$ cat config.mk
export PLATFORM = sky130hd
export DESIGN_NAME = npc_unit
export DESIGN_NICKNAME = d
export VERILOG_FILES = /design/src/rtl/npc_pkg.sv /design/src/rtl/npc_decode.sv /design/src/rtl/npc_target.sv /design/src/rtl/npc_stage.sv /design/src/rtl/npc_unit.sv
export SDC_FILE = /design/constraint.sdc
export NUM_CORES = 1
export LEC_CHECK = 0
export ABC_AREA = 0
export BUFFER_PORTS_ARGS = -buffer_cell sky130_fd_sc_hd__clkbuf_2
export CORE_MARGIN = 5
export CORE_UTILIZATION = 45
export DETAILED_ROUTE_END_ITERATION = 7
export PLACE_DENSITY = 0.78
export SYNTH_ARGS = -nofsm -noshare
export SYNTH_HDL_FRONTEND = slang
export SYNTH_SLANG_ARGS = --single-unit
export TNS_END_PERCENT = 20
$ cat constraint.sdc
create_clock -name clk -period 9.6 [get_ports clk]
set_input_delay 1.92 -clock clk [delete_from_list [all_inputs] [get_ports clk]]
set_output_delay 1.92 -clock clk [all_outputs]
set_load 0.02 [all_outputs]
$ cat src/rtl/npc_pkg.sv
package npc_pkg;

  localparam int unsigned OPC_W   = 6;
  localparam int unsigned FUNCT_W = 6;

  localparam logic [OPC_W-1:0]   OPC_SPECIAL = 6'd0;
  localparam logic [OPC_W-1:0]   OPC_JUMP    = 6'd2;
  localparam logic [OPC_W-1:0]   OPC_JLINK   = 6'd3;
  localparam logic [OPC_W-1:0]   OPC_BREQ    = 6'd4;
  localparam logic [OPC_W-1:0]   OPC_BRNE    = 6'd5;
  localparam logic [FUNCT_W-1:0] FN_REGJUMP  = 6'd8;

  typedef enum logic [2:0] {
    FLOW_SEQ   = 3'd0,
    FLOW_BREQ  = 3'd1,
    FLOW_BRNE  = 3'd2,
    FLOW_JUMP  = 3'd3,
    FLOW_JLINK = 3'd4,
    FLOW_REG   = 3'd5
  } flow_e;

endpackage

$ cat src/rtl/npc_decode.sv
module npc_decode
  import npc_pkg::*;
#(
  parameter int unsigned INSTR_W = 32,
  parameter int unsigned OFF_W   = 16,
  parameter int unsigned TGT_W   = 26
) (
  input  logic [INSTR_W-1:0] instr,
  output flow_e              flow,
  output logic [OFF_W-1:0]   offset,
  output logic [TGT_W-1:0]   target
);

  logic [OPC_W-1:0]   opc;
  logic [FUNCT_W-1:0] fn;

  assign opc    = instr[INSTR_W-1 -: OPC_W];
  assign fn     = instr[FUNCT_W-1:0];
  assign offset = instr[OFF_W-1:0];
  assign target = instr[TGT_W-1:0];

  always_comb begin
    flow = FLOW_SEQ;
    unique case (opc)
      OPC_SPECIAL: if (fn == FN_REGJUMP) flow = FLOW_REG;
      OPC_JUMP:    flow = FLOW_JUMP;
      OPC_JLINK:   flow = FLOW_JLINK;
      OPC_BREQ:    flow = FLOW_BREQ;
      OPC_BRNE:    flow = FLOW_BRNE;
      default:     flow = FLOW_SEQ;
    endcase
  end

endmodule

$ cat src/rtl/npc_target.sv
module npc_target
  import npc_pkg::*;
#(
  parameter int unsigned PC_W   = 32,
  parameter int unsigned OFF_W  = 16,
  parameter int unsigned TGT_W  = 26,
  parameter int unsigned REG_W  = 5,
  parameter int unsigned LINK_R = 31
) (
  input  logic [PC_W-1:0]  pc,
  input  flow_e            flow,
  input  logic [OFF_W-1:0] offset,
  input  logic [TGT_W-1:0] target,
  input  logic [PC_W-1:0]  rs_val,
  input  logic [PC_W-1:0]  rt_val,
  output logic [PC_W-1:0]  next_pc,
  output logic             redirect,
  output logic             link_we,
  output logic [REG_W-1:0] link_reg,
  output logic [PC_W-1:0]  link_addr
);

  localparam int unsigned EXT_W  = PC_W - OFF_W - 2;
  localparam int unsigned HIGH_W = PC_W - TGT_W - 2;

  logic [PC_W-1:0] pc_inc;
  logic [PC_W-1:0] br_disp;
  logic [PC_W-1:0] br_dest;
  logic [PC_W-1:0] jmp_dest;
  logic            same;
  logic            br_take;

  assign pc_inc   = pc + PC_W'(4);
  assign br_disp  = {{EXT_W{offset[OFF_W-1]}}, offset, 2'b00};
  assign br_dest  = pc_inc + br_disp;
  assign jmp_dest = {pc_inc[PC_W-1 -: HIGH_W], target, 2'b00};
  assign same     = (rs_val == rt_val);
  assign br_take  = ((flow == FLOW_BREQ) && same) || ((flow == FLOW_BRNE) && !same);

  always_comb begin
    next_pc  = pc_inc;
    redirect = 1'b0;
    unique case (flow)
      FLOW_BREQ, FLOW_BRNE: begin
        if (br_take) begin
          next_pc  = br_dest;
          redirect = 1'b1;
        end
      end
      FLOW_JUMP, FLOW_JLINK: begin
        next_pc  = jmp_dest;
        redirect = 1'b1;
      end
      FLOW_REG: begin
        next_pc  = rs_val;
        redirect = 1'b1;
      end
      default: begin
        next_pc  = pc_inc;
        redirect = 1'b0;
      end
    endcase
  end

  assign link_we   = (flow == FLOW_JLINK);
  assign link_reg  = link_we ? REG_W'(LINK_R) : '0;
  assign link_addr = link_we ? pc_inc : '0;

endmodule

$ cat src/rtl/npc_stage.sv
module npc_stage #(
  parameter int unsigned DATA_W = 70
) (
  input  logic              clk,
  input  logic              rst_n,
  input  logic              in_valid,
  output logic              in_ready,
  input  logic [DATA_W-1:0] in_data,
  output logic              out_valid,
  input  logic              out_ready,
  output logic [DATA_W-1:0] out_data
);

  logic              full_q;
  logic [DATA_W-1:0] data_q;
  logic              take;

  assign in_ready  = !full_q || out_ready;
  assign take      = in_valid && in_ready;
  assign out_valid = full_q;
  assign out_data  = data_q;

  always_ff @(posedge clk) begin
    if (!rst_n) begin
      full_q <= 1'b0;
      data_q <= '0;
    end else begin
      if (take) begin
        full_q <= 1'b1;
        data_q <= in_data;
      end else if (out_ready) begin
        full_q <= 1'b0;
      end
    end
  end

  p_hold_r8: assert property (@(posedge clk) disable iff (!rst_n)
    (out_valid && !out_ready) |=> (out_valid && $stable(out_data)));

  p_accept_r8: assert property (@(posedge clk) disable iff (!rst_n)
    (in_valid && in_ready) |=> (out_valid && out_data == $past(in_data)));

  p_drain_r8: assert property (@(posedge clk) disable iff (!rst_n)
    (out_valid && out_ready && !in_valid) |=> !out_valid);

endmodule

$ cat src/rtl/npc_unit.sv
module npc_unit
  import npc_pkg::*;
#(
  parameter int unsigned PC_W   = 32,
  parameter int unsigned OFF_W  = 16,
  parameter int unsigned TGT_W  = 26,
  parameter int unsigned REG_W  = 5,
  parameter int unsigned LINK_R = 31
) (
  input  logic             clk,
  input  logic             rst_n,
  input  logic             in_valid,
  output logic             in_ready,
  input  logic [PC_W-1:0]  in_pc,
  input  logic [PC_W-1:0]  in_instr,
  input  logic [PC_W-1:0]  in_rs_val,
  input  logic [PC_W-1:0]  in_rt_val,
  output logic             out_valid,
  input  logic             out_ready,
  output logic [PC_W-1:0]  out_next_pc,
  output logic             out_redirect,
  output logic             out_link_we,
  output logic [REG_W-1:0] out_link_reg,
  output logic [PC_W-1:0]  out_link_addr
);

  localparam int unsigned BEAT_W = 2 * PC_W + REG_W + 2;

  flow_e             flow;
  logic [OFF_W-1:0]  offset;
  logic [TGT_W-1:0]  target;
  logic [PC_W-1:0]   nx_pc;
  logic              nx_redir;
  logic              nx_lwe;
  logic [REG_W-1:0]  nx_lreg;
  logic [PC_W-1:0]   nx_laddr;
  logic [BEAT_W-1:0] beat_in;
  logic [BEAT_W-1:0] beat_out;

  npc_decode #(.INSTR_W(PC_W), .OFF_W(OFF_W), .TGT_W(TGT_W)) u_dec (
    .instr  (in_instr),
    .flow   (flow),
    .offset (offset),
    .target (target)
  );

  npc_target #(
    .PC_W(PC_W), .OFF_W(OFF_W), .TGT_W(TGT_W), .REG_W(REG_W), .LINK_R(LINK_R)
  ) u_tgt (
    .pc        (in_pc),
    .flow      (flow),
    .offset    (offset),
    .target    (target),
    .rs_val    (in_rs_val),
    .rt_val    (in_rt_val),
    .next_pc   (nx_pc),
    .redirect  (nx_redir),
    .link_we   (nx_lwe),
    .link_reg  (nx_lreg),
    .link_addr (nx_laddr)
  );

  assign beat_in = {nx_pc, nx_redir, nx_lwe, nx_lreg, nx_laddr};

  npc_stage #(.DATA_W(BEAT_W)) u_stg (
    .clk       (clk),
    .rst_n     (rst_n),
    .in_valid  (in_valid),
    .in_ready  (in_ready),
    .in_data   (beat_in),
    .out_valid (out_valid),
    .out_ready (out_ready),
    .out_data  (beat_out)
  );

  assign {out_next_pc, out_redirect, out_link_we, out_link_reg, out_link_addr} = beat_out;

  p_seq_r1: assert property (@(posedge clk) disable iff (!rst_n)
    (in_valid && in_ready && in_instr[31:26] == 6'd35)
      |=> (out_next_pc == $past(in_pc) + 32'd4 && !out_redirect && !out_link_we));

  p_jal_link_r6: assert property (@(posedge clk) disable iff (!rst_n)
    (in_valid && in_ready && in_instr[31:26] == 6'd3)
      |=> (out_link_we && out_link_reg == 5'd31 && out_link_addr == $past(in_pc) + 32'd4));

  p_regjump_r7: assert property (@(posedge clk) disable iff (!rst_n)
    (in_valid && in_ready && in_instr[31:26] == 6'd0 && in_instr[5:0] == 6'd8)
      |=> (out_next_pc == $past(in_rs_val) && !out_link_we));

  p_link_idle_r10: assert property (@(posedge clk) disable iff (!rst_n)
    (out_valid && !out_link_we) |-> (out_link_reg == '0 && out_link_addr == '0));

  p_idle_r9: assert property (@(posedge clk) disable iff (!rst_n)
    !out_valid |-> in_ready);

endmodule

==> summary.txt, run 1 <==
Status: complete, no violations
Req. time, crit path: 9.79 ns
Seq/Total Area, Yosys: 0.246
Yosys top cell area share: 0.246
Setup CP Type: in -> reg
Vias per cell: 6.17
I/O pin count: 205
Die height: 120 um
Min-delay src: u_stg.out_data[41]$_SDFFE_PN0P_
CTS tree: done
PwrDens: 131 mW/mm2
Max_slew headroom: 0.201
First-pass detailed-route iteration total: 7
Crit. End Element: register
RSZ-0062 raised after global routing: false
Fmax: 0.174 GHz
Largest net degree at the start of global routing: 69
Area growth syn-to-layout: 25.0%
Synth area leader: dfxtp_1
Hold Path Class: reg -> reg
Routed wl met2: 9160 um
Port bufs: 204
Final ANT Viol Nets: 0
# placed instances: 1,001
DP HPWL: 15,800 um
Initial antenna violation count: 0
Post-Syn Area per Cell: 7.96 um2
Synth Warn #: 0
Max-Cap Viols: 0
Clock transition at path regs: 0.06 ns
Starting density of the core: 0.456
Dpl ws: 3.72 ns
Final hold violation count: 0
Die area: 0.0144 mm2
Worst vdd ir: 0.0000700 V
Number of flops mapped to enable cells by yosys: 0
Setup_tns: 0 ns
Period utilization: 0.599
Post-synthesis cell count: 685
CTS buffer count: 9
Layout cells sized above 1: 0.275
Hold Path Depth: 2
P_leak: 0.00308 uW
Critical-path maximum fanout: 5
Worst Tran Pin Value: 1.19 ns
Post-detailed-routing wire length: 20,700 um
Total global-route track usage: 0.280
Hold path endpoint: u_stg.out_data[41]$_SDFFE_PN0P_
Row cnt: 40
Number of diodes: 0
Max Root-Sink Buffers: 2
Flops & latches, synth: 67
Core area: 0.0120 mm2
Top cells by count, synth: nor2_1, dfxtp_1, xor2_1
Fin worst setup slack: 3.85 ns
Cts hold-fix bufs: 0
RD Place Congestion: 0.958
R2r endpoint: u_stg.out_data[57]$_SDFFE_PN0P_
Root buffer cell: clkbuf_16
Setup bufs post-CTS: 0
Non-Filler Instances: 1,017
Vias in the first global route: 5,947
Gr ovfl total: 0
Reg-to-reg setup timing slack: 6.70 ns
Worst Clk Skew: 0.00742 ns
CTS resizes: 0
Crit path time final: 5.75 ns
Synth cell types: 62
Die X: 120 um
Sink Count: 67
Synth Net Count: 853
Cell area after synthesis: 0.00546 mm2
Startpoint types: input pin
Final setup viols: 0
RR Startpoint: u_stg.out_valid$_SDFFE_PN0P_
H-tree levels: 3
DRT iter0 DRCs: 726
Reg2Reg Depth: 6
CP arrival: 5.94 ns
Routed met3 length: 2460 um
DR WL/cell: 20.4 um
Max-slew violations: 0
Final #Nets: 1,033
DRC violations left: 0
Vias post-DR: 6,278
First-pass GRT wire length: 32,000 um
Wl on met1: 8600 um
Most frequent cell after synthesis: nor2_1
Top Metal Used: met4
Fillers: 1,150
Finished Core Util: 0.570
Clock latency on the worst-skew pair: 0.34 ns
Synth Flop Type: dfxtp_1
Ranking of synthesized cells by area: dfxtp_1, ha_1, xor2_1
FFs w/ async S/R, synth: 0
==> final cells by class <==
type                       instances  area (um2)  area share
timing repair buffer             209        1060       0.155
tap                              147         184      0.0270
multi-input combinational        559        3860       0.566
clock buffer                      10         239      0.0350
clock inverter                     6        65.1     0.00954
sequential                        67        1340       0.197
inverter                          19        71.3      0.0105
==> cell families after synthesis <==
family,Yosys count,share of synthesized area
DFF,67,0.246
muxes,1,0.00206
buffers and inverters,59,0.0484
AOI/OAI and AO/OA,219,0.281
xor gates and xnor gates,87,0.140
and+or+nand+nor,216,0.200
adders and majority gates,36,0.0839
==> worst max-delay path, cell delays in order <==
cell	delay [ns]
clkbuf_2	0.13
and4_1	0.24
nand4_1	0.13
nor3_1	0.92
nand4_1	0.22
xnor2_1	0.38
ha_1	0.34
and4_1	0.22
and3_1	0.18
a221oi_1	0.24
o21ai_1	0.21
a221o_1	0.38
a21oi_1	0.18
xor2_1	0.16
o22ai_1	0.10
==> cells in the final DEF (no fill, tap or decap), types with 5 or more instances in the layout <==
cell type / Yosys / routed
a211oi_1: 5 / 5
a21o_1: 16 / 16
a21oi_1: 45 / 45
a221oi_1: 11 / 11
a222oi_1: 7 / 7
a22oi_1: 48 / 48
a31oi_1: 11 / 11
and3_1: 12 / 12
and4_1: 5 / 5
buf_4: 5 / 5
clkbuf_16: 0 / 9
clkbuf_2: 0 / 204
dfxtp_1: 67 / 67
ha_1: 35 / 35
inv_1: 19 / 19
nand2_1: 45 / 44
nand2b_1: 6 / 6
nand3_1: 20 / 20
nand4_1: 19 / 19
nor2_1: 69 / 69
nor3_1: 7 / 7
nor4_1: 9 / 9
o211ai_1: 7 / 7
o21ai_0: 31 / 31
or3_1: 5 / 5
xnor2_1: 38 / 38
xor2_1: 49 / 49
==> worst max-delay path by stage <==
stage / startpoint / end / slack (ns) / depth (start not counted)
floorplan: in_pc[5] / u_stg.out_data[63]$_SDFFE_PN0P_ / 4.64 / 16
global placement: in_pc[4] / u_stg.out_data[63]$_SDFFE_PN0P_ / 3.82 / 15
detailed placement: in_pc[4] / u_stg.out_data[63]$_SDFFE_PN0P_ / 3.72 / 15
finish: in_pc[4] / u_stg.out_data[63]$_SDFFE_PN0P_ / 3.85 / 15
global route: in_pc[4] / u_stg.out_data[63]$_SDFFE_PN0P_ / 3.71 / 15
CTS: in_pc[4] / u_stg.out_data[63]$_SDFFE_PN0P_ / 4.04 / 15
==> registers in the layout, summed over array words and instances, names as in the netlist <==
signal           count
u_stg.out_data      66
u_stg.out_valid      1
==> through the flow <==
stage / hold WS [ns] / instance area [um2] / power (uW)
3_5_place_dp: 0.450 / 6520 / 551
6_report: 0.454 / 6820 / 894
3_3_place_gp: 0.441 / 6520 / 551
4_1_cts: 0.456 / 6820 / 891
5_1_grt: 0.481 / 6820 / 930
2_1_floorplan: 0.530 / 5460 / 459
==> per-layer routing <==
metal  track usage  vias to the layer above
li1              -                     2932
met1         0.369                     2901
met2         0.438                      404
met3        0.0848                       41
met4        0.0880                        0
met5             0                        -
==> power breakdown <==
part           total [uW]  switching (uW)  internal [uW]  leakage [uW]
clock network         342             134            208      0.000148
logic                 258             155            102       0.00238
registers             295            5.91            289      0.000547
Note: power is estimated with default switching activity, not from simulation.
==> run 2, diff against run 1 <==
- ABC_AREA: 0 -> 1
- PLACE_DENSITY: 0.78 -> 0.76
- clock period: 9.6 -> 5.7 ns (I/O delays scaled with it)
==> summary.txt, run 2 <==
Status: complete, no violations
Clock transition at path regs: 0.06 ns (about the same)
Synth cell types: 43 (-31%)
Synth Net Count: 1,320 (+55%)
H-tree levels: 3 (unchanged)
Logic pwr share: 0.295 (+0.007)
Final Total Pwr: 1610 uW (+80%)
Starting density of the core: 0.455 (-0.00152)
CTS resizes: 0 (unchanged)
Sw Ratio: 0.338 (+0.00718)
M2 GR Usage: 0.460 (+0.0216)
Yosys top cell area share: 0.236 (-0.00942)
Die height: 131 um (+8.8%)
Flops & latches, synth: 67 (unchanged)
Area growth syn-to-layout: 22.7%
RSZ-0062 raised after global routing: false
Die area: 0.0171 mm2 (+18%)
Final ANT Viol Nets: 0 (unchanged)
DP HPWL: 19,700 um (+24%)
Post-detailed-routing wire length: 24,200 um (+17%)
P_leak: 0.00426 uW (+38%)
Max-slew violations: 0 (unchanged)
Port bufs: 204 (unchanged)
Clock latency on the worst-skew pair: 0.34 ns (about the same)
Critical-path maximum fanout: 5 (unchanged)
Fillers: 1,515 (+32%)
Number of diodes: 0 (unchanged)
Post-Syn Area per Cell: 5.69 um2 (-29%)
Startpoint types: input pin
Number of flops mapped to enable cells by yosys: 0 (unchanged)
Max_slew headroom: 0.257 (+0.0557)
Switching power of the nets: 542 uW (+83%)
I/O pin count: 205 (unchanged)
Final setup viols: 0 (unchanged)
DR WL/cell: 15.8 um (-22%)
RD Place Congestion: 0.961 (+0.34%)
Worst Clk Skew: 0.0108 ns (+0.00342 ns)
Row cnt: 44 (+10%)
Cell-internal power: 1060 uW (+78%)
Total global-route track usage: 0.275 (-0.00548)
Reg power frac: 0.309 (-0.020)
Fmax: 0.256 GHz
Most frequent cell after synthesis: nand2_1
Vias in the first global route: 7,173 (+21%)
DRT iter0 DRCs: 527 (-27%)
Met1 usage: 0.350 (-0.0190)
Post-synthesis cell count: 1,152 (+68%)
Max-Cap Viols: 0 (unchanged)
Initial antenna violation count: 0 (unchanged)
Cell area after synthesis: 0.00656 mm2 (+20%)
Clock power frac: 0.397 (+0.014)
Gr ovfl total: 0 (unchanged)
Layout cells sized above 1: 0.184 (-0.0903)
Ranking of synthesized cells by area: nand2_1, dfxtp_1, inv_1
Sink Count: 67 (unchanged)
Worst Tran Pin Value: 1.11 ns (-0.0770 ns)
Crit. End Element: register
Core area: 0.0144 mm2 (+21%)
Synth Warn #: 0 (unchanged)
Die X: 131 um (+8.8%)
CP arrival: 4.15 ns (-1.79 ns)
Worst vdd ir: 0.000129 V (+84%)
Most frequent cells in the layout: nand2_1, clkbuf_2, inv_1, nor2_1, a21oi_1
Crit path time final: 3.91 ns
Synth Flop Type: dfxtp_1
CTS buffer count: 9 (unchanged)
PwrDens: 200 mW/mm2 (+52%)
Req. time, crit path: 5.94 ns (-3.85 ns)
Max Root-Sink Buffers: 2 (unchanged)
CTS tree: done
Setup bufs post-CTS: 0 (unchanged)
Setup CP Type: in -> reg
Final hold violation count: 0 (unchanged)
Multi-input logic area: 0.00448 mm2 (+16%)
Final #Nets: 1,508 (+46%)
Most common cell after layout, fill and taps aside: nand2_1
Vias per cell: 5.18 (-16%)
Vias post-DR: 7,921 (+26%)
Hold Path Class: reg -> reg
First-pass detailed-route iteration total: 8 (+1)
Root buffer cell: clkbuf_16
Synth area leader: nand2_1
Routing usage on met3: 0.0447 (-0.0401)
Most used routing layer: met2
Largest net degree at the start of global routing: 41 (-41%)
DRC violations left: 0 (unchanged)
Max reg flops: 66 (unchanged)
Seq/Total Area, Yosys: 0.205 (-0.0413)
First-pass GRT wire length: 36,600 um (+14%)
Top cells by count, synth: nand2_1, inv_1, nor2_1
Cts hold-fix bufs: 0 (unchanged)
FFs w/ async S/R, synth: 0 (unchanged)
Period utilization: 0.686
Setup_tns: 0 ns (unchanged)
FF/Latch Area: 0.00134 mm2 (unchanged)
## run 2: path summary, 6_finish.rpt
path	startpoint	depth (start not counted)	slack [ns]	end
min	u_stg.out_data[23]$_SDFFE_PN0P_	2	0.46	u_stg.out_data[23]$_SDFFE_PN0P_
max reg2reg	u_stg.out_valid$_SDFFE_PN0P_	8	3.48	u_stg.out_data[57]$_SDFFE_PN0P_
min reg2reg	u_stg.out_data[23]$_SDFFE_PN0P_	2	0.46	u_stg.out_data[23]$_SDFFE_PN0P_
max	in_pc[2]	24	1.79	u_stg.out_data[66]$_SDFFE_PN0P_
## run 2: per-stage QoR
step	area, um2	util	std cells	hold WS [ns]	setup slack, ns
after global placement	7700	0.534	1513	0.455	1.50
after detailed placement	7700	0.534	1513	0.458	1.48
after CTS	8040	0.558	1529	0.467	1.80
after floorplan	6560	-	1152	0.545	2.22
after global routing	8040	0.558	1529	0.482	1.39
final	8040	0.558	1529	0.465	1.79
## run 2: routing by layer
metal | share of wire | wire (um) | up-vias
met1 | 0.42 | 10200 | 3525
met4 | 0.038 | 913 | 0
li1 | - | - | 4038
met3 | 0.071 | 1710 | 47
met5 | 0 | 0 | -
met2 | 0.47 | 11400 | 311
## run 2: kinds of logic (layout without fill, tap and decap cells)
kind of cell / Yosys count / in the layout / share of synthesized area
buffers and inverters: 188 / 381 / 0.114
adder cells (fa/ha/maj): 36 / 36 / 0.0698
AO/OA/AOI/OAI: 157 / 157 / 0.136
flip-flops: 67 / 67 / 0.205
AND/OR/NAND/NOR: 659 / 659 / 0.414
XOR/XNOR: 45 / 45 / 0.0613
## run 2: worst max-delay path, stage by stage
cell      delay [ns]
clkbuf_2        0.13
ha_1            0.25
inv_1           0.11
nor3_4          0.20
inv_1           0.08
nor2_1          0.24
xor2_1          0.17
inv_1           0.10
ha_1            0.36
nand2_1         0.11
nor2_1          0.15
inv_1           0.07
nor2_1          0.08
nand2_1         0.06
nand2_1         0.22
nand2_1         0.08
nand2_1         0.10
nand2_1         0.08
nand2_1         0.06
nand2_1         0.04
nand3_1         0.07
o211ai_1        0.12
nand2_1         0.08
inv_1           0.03
## run 2: cell type report
class	count	share of cell area
clock buffers	11	0.0314
repair buffers	212	0.134
flip-flops and latches	67	0.167
clock inverters	5	0.0106
multi-input cells	897	0.557
inverters	153	0.0714
well taps	184	0.0286
## run 2: power groups by stage
stage          sequential (uW)  combinational (uW)  clock (uW)
3_5_place_dp               506                 468           0
3_3_place_gp               506                 466           0
4_1_cts                    496                 471         643
6_report                   496                 473         637
2_1_floorplan              524                 281           0
5_1_grt                    497                 528         668
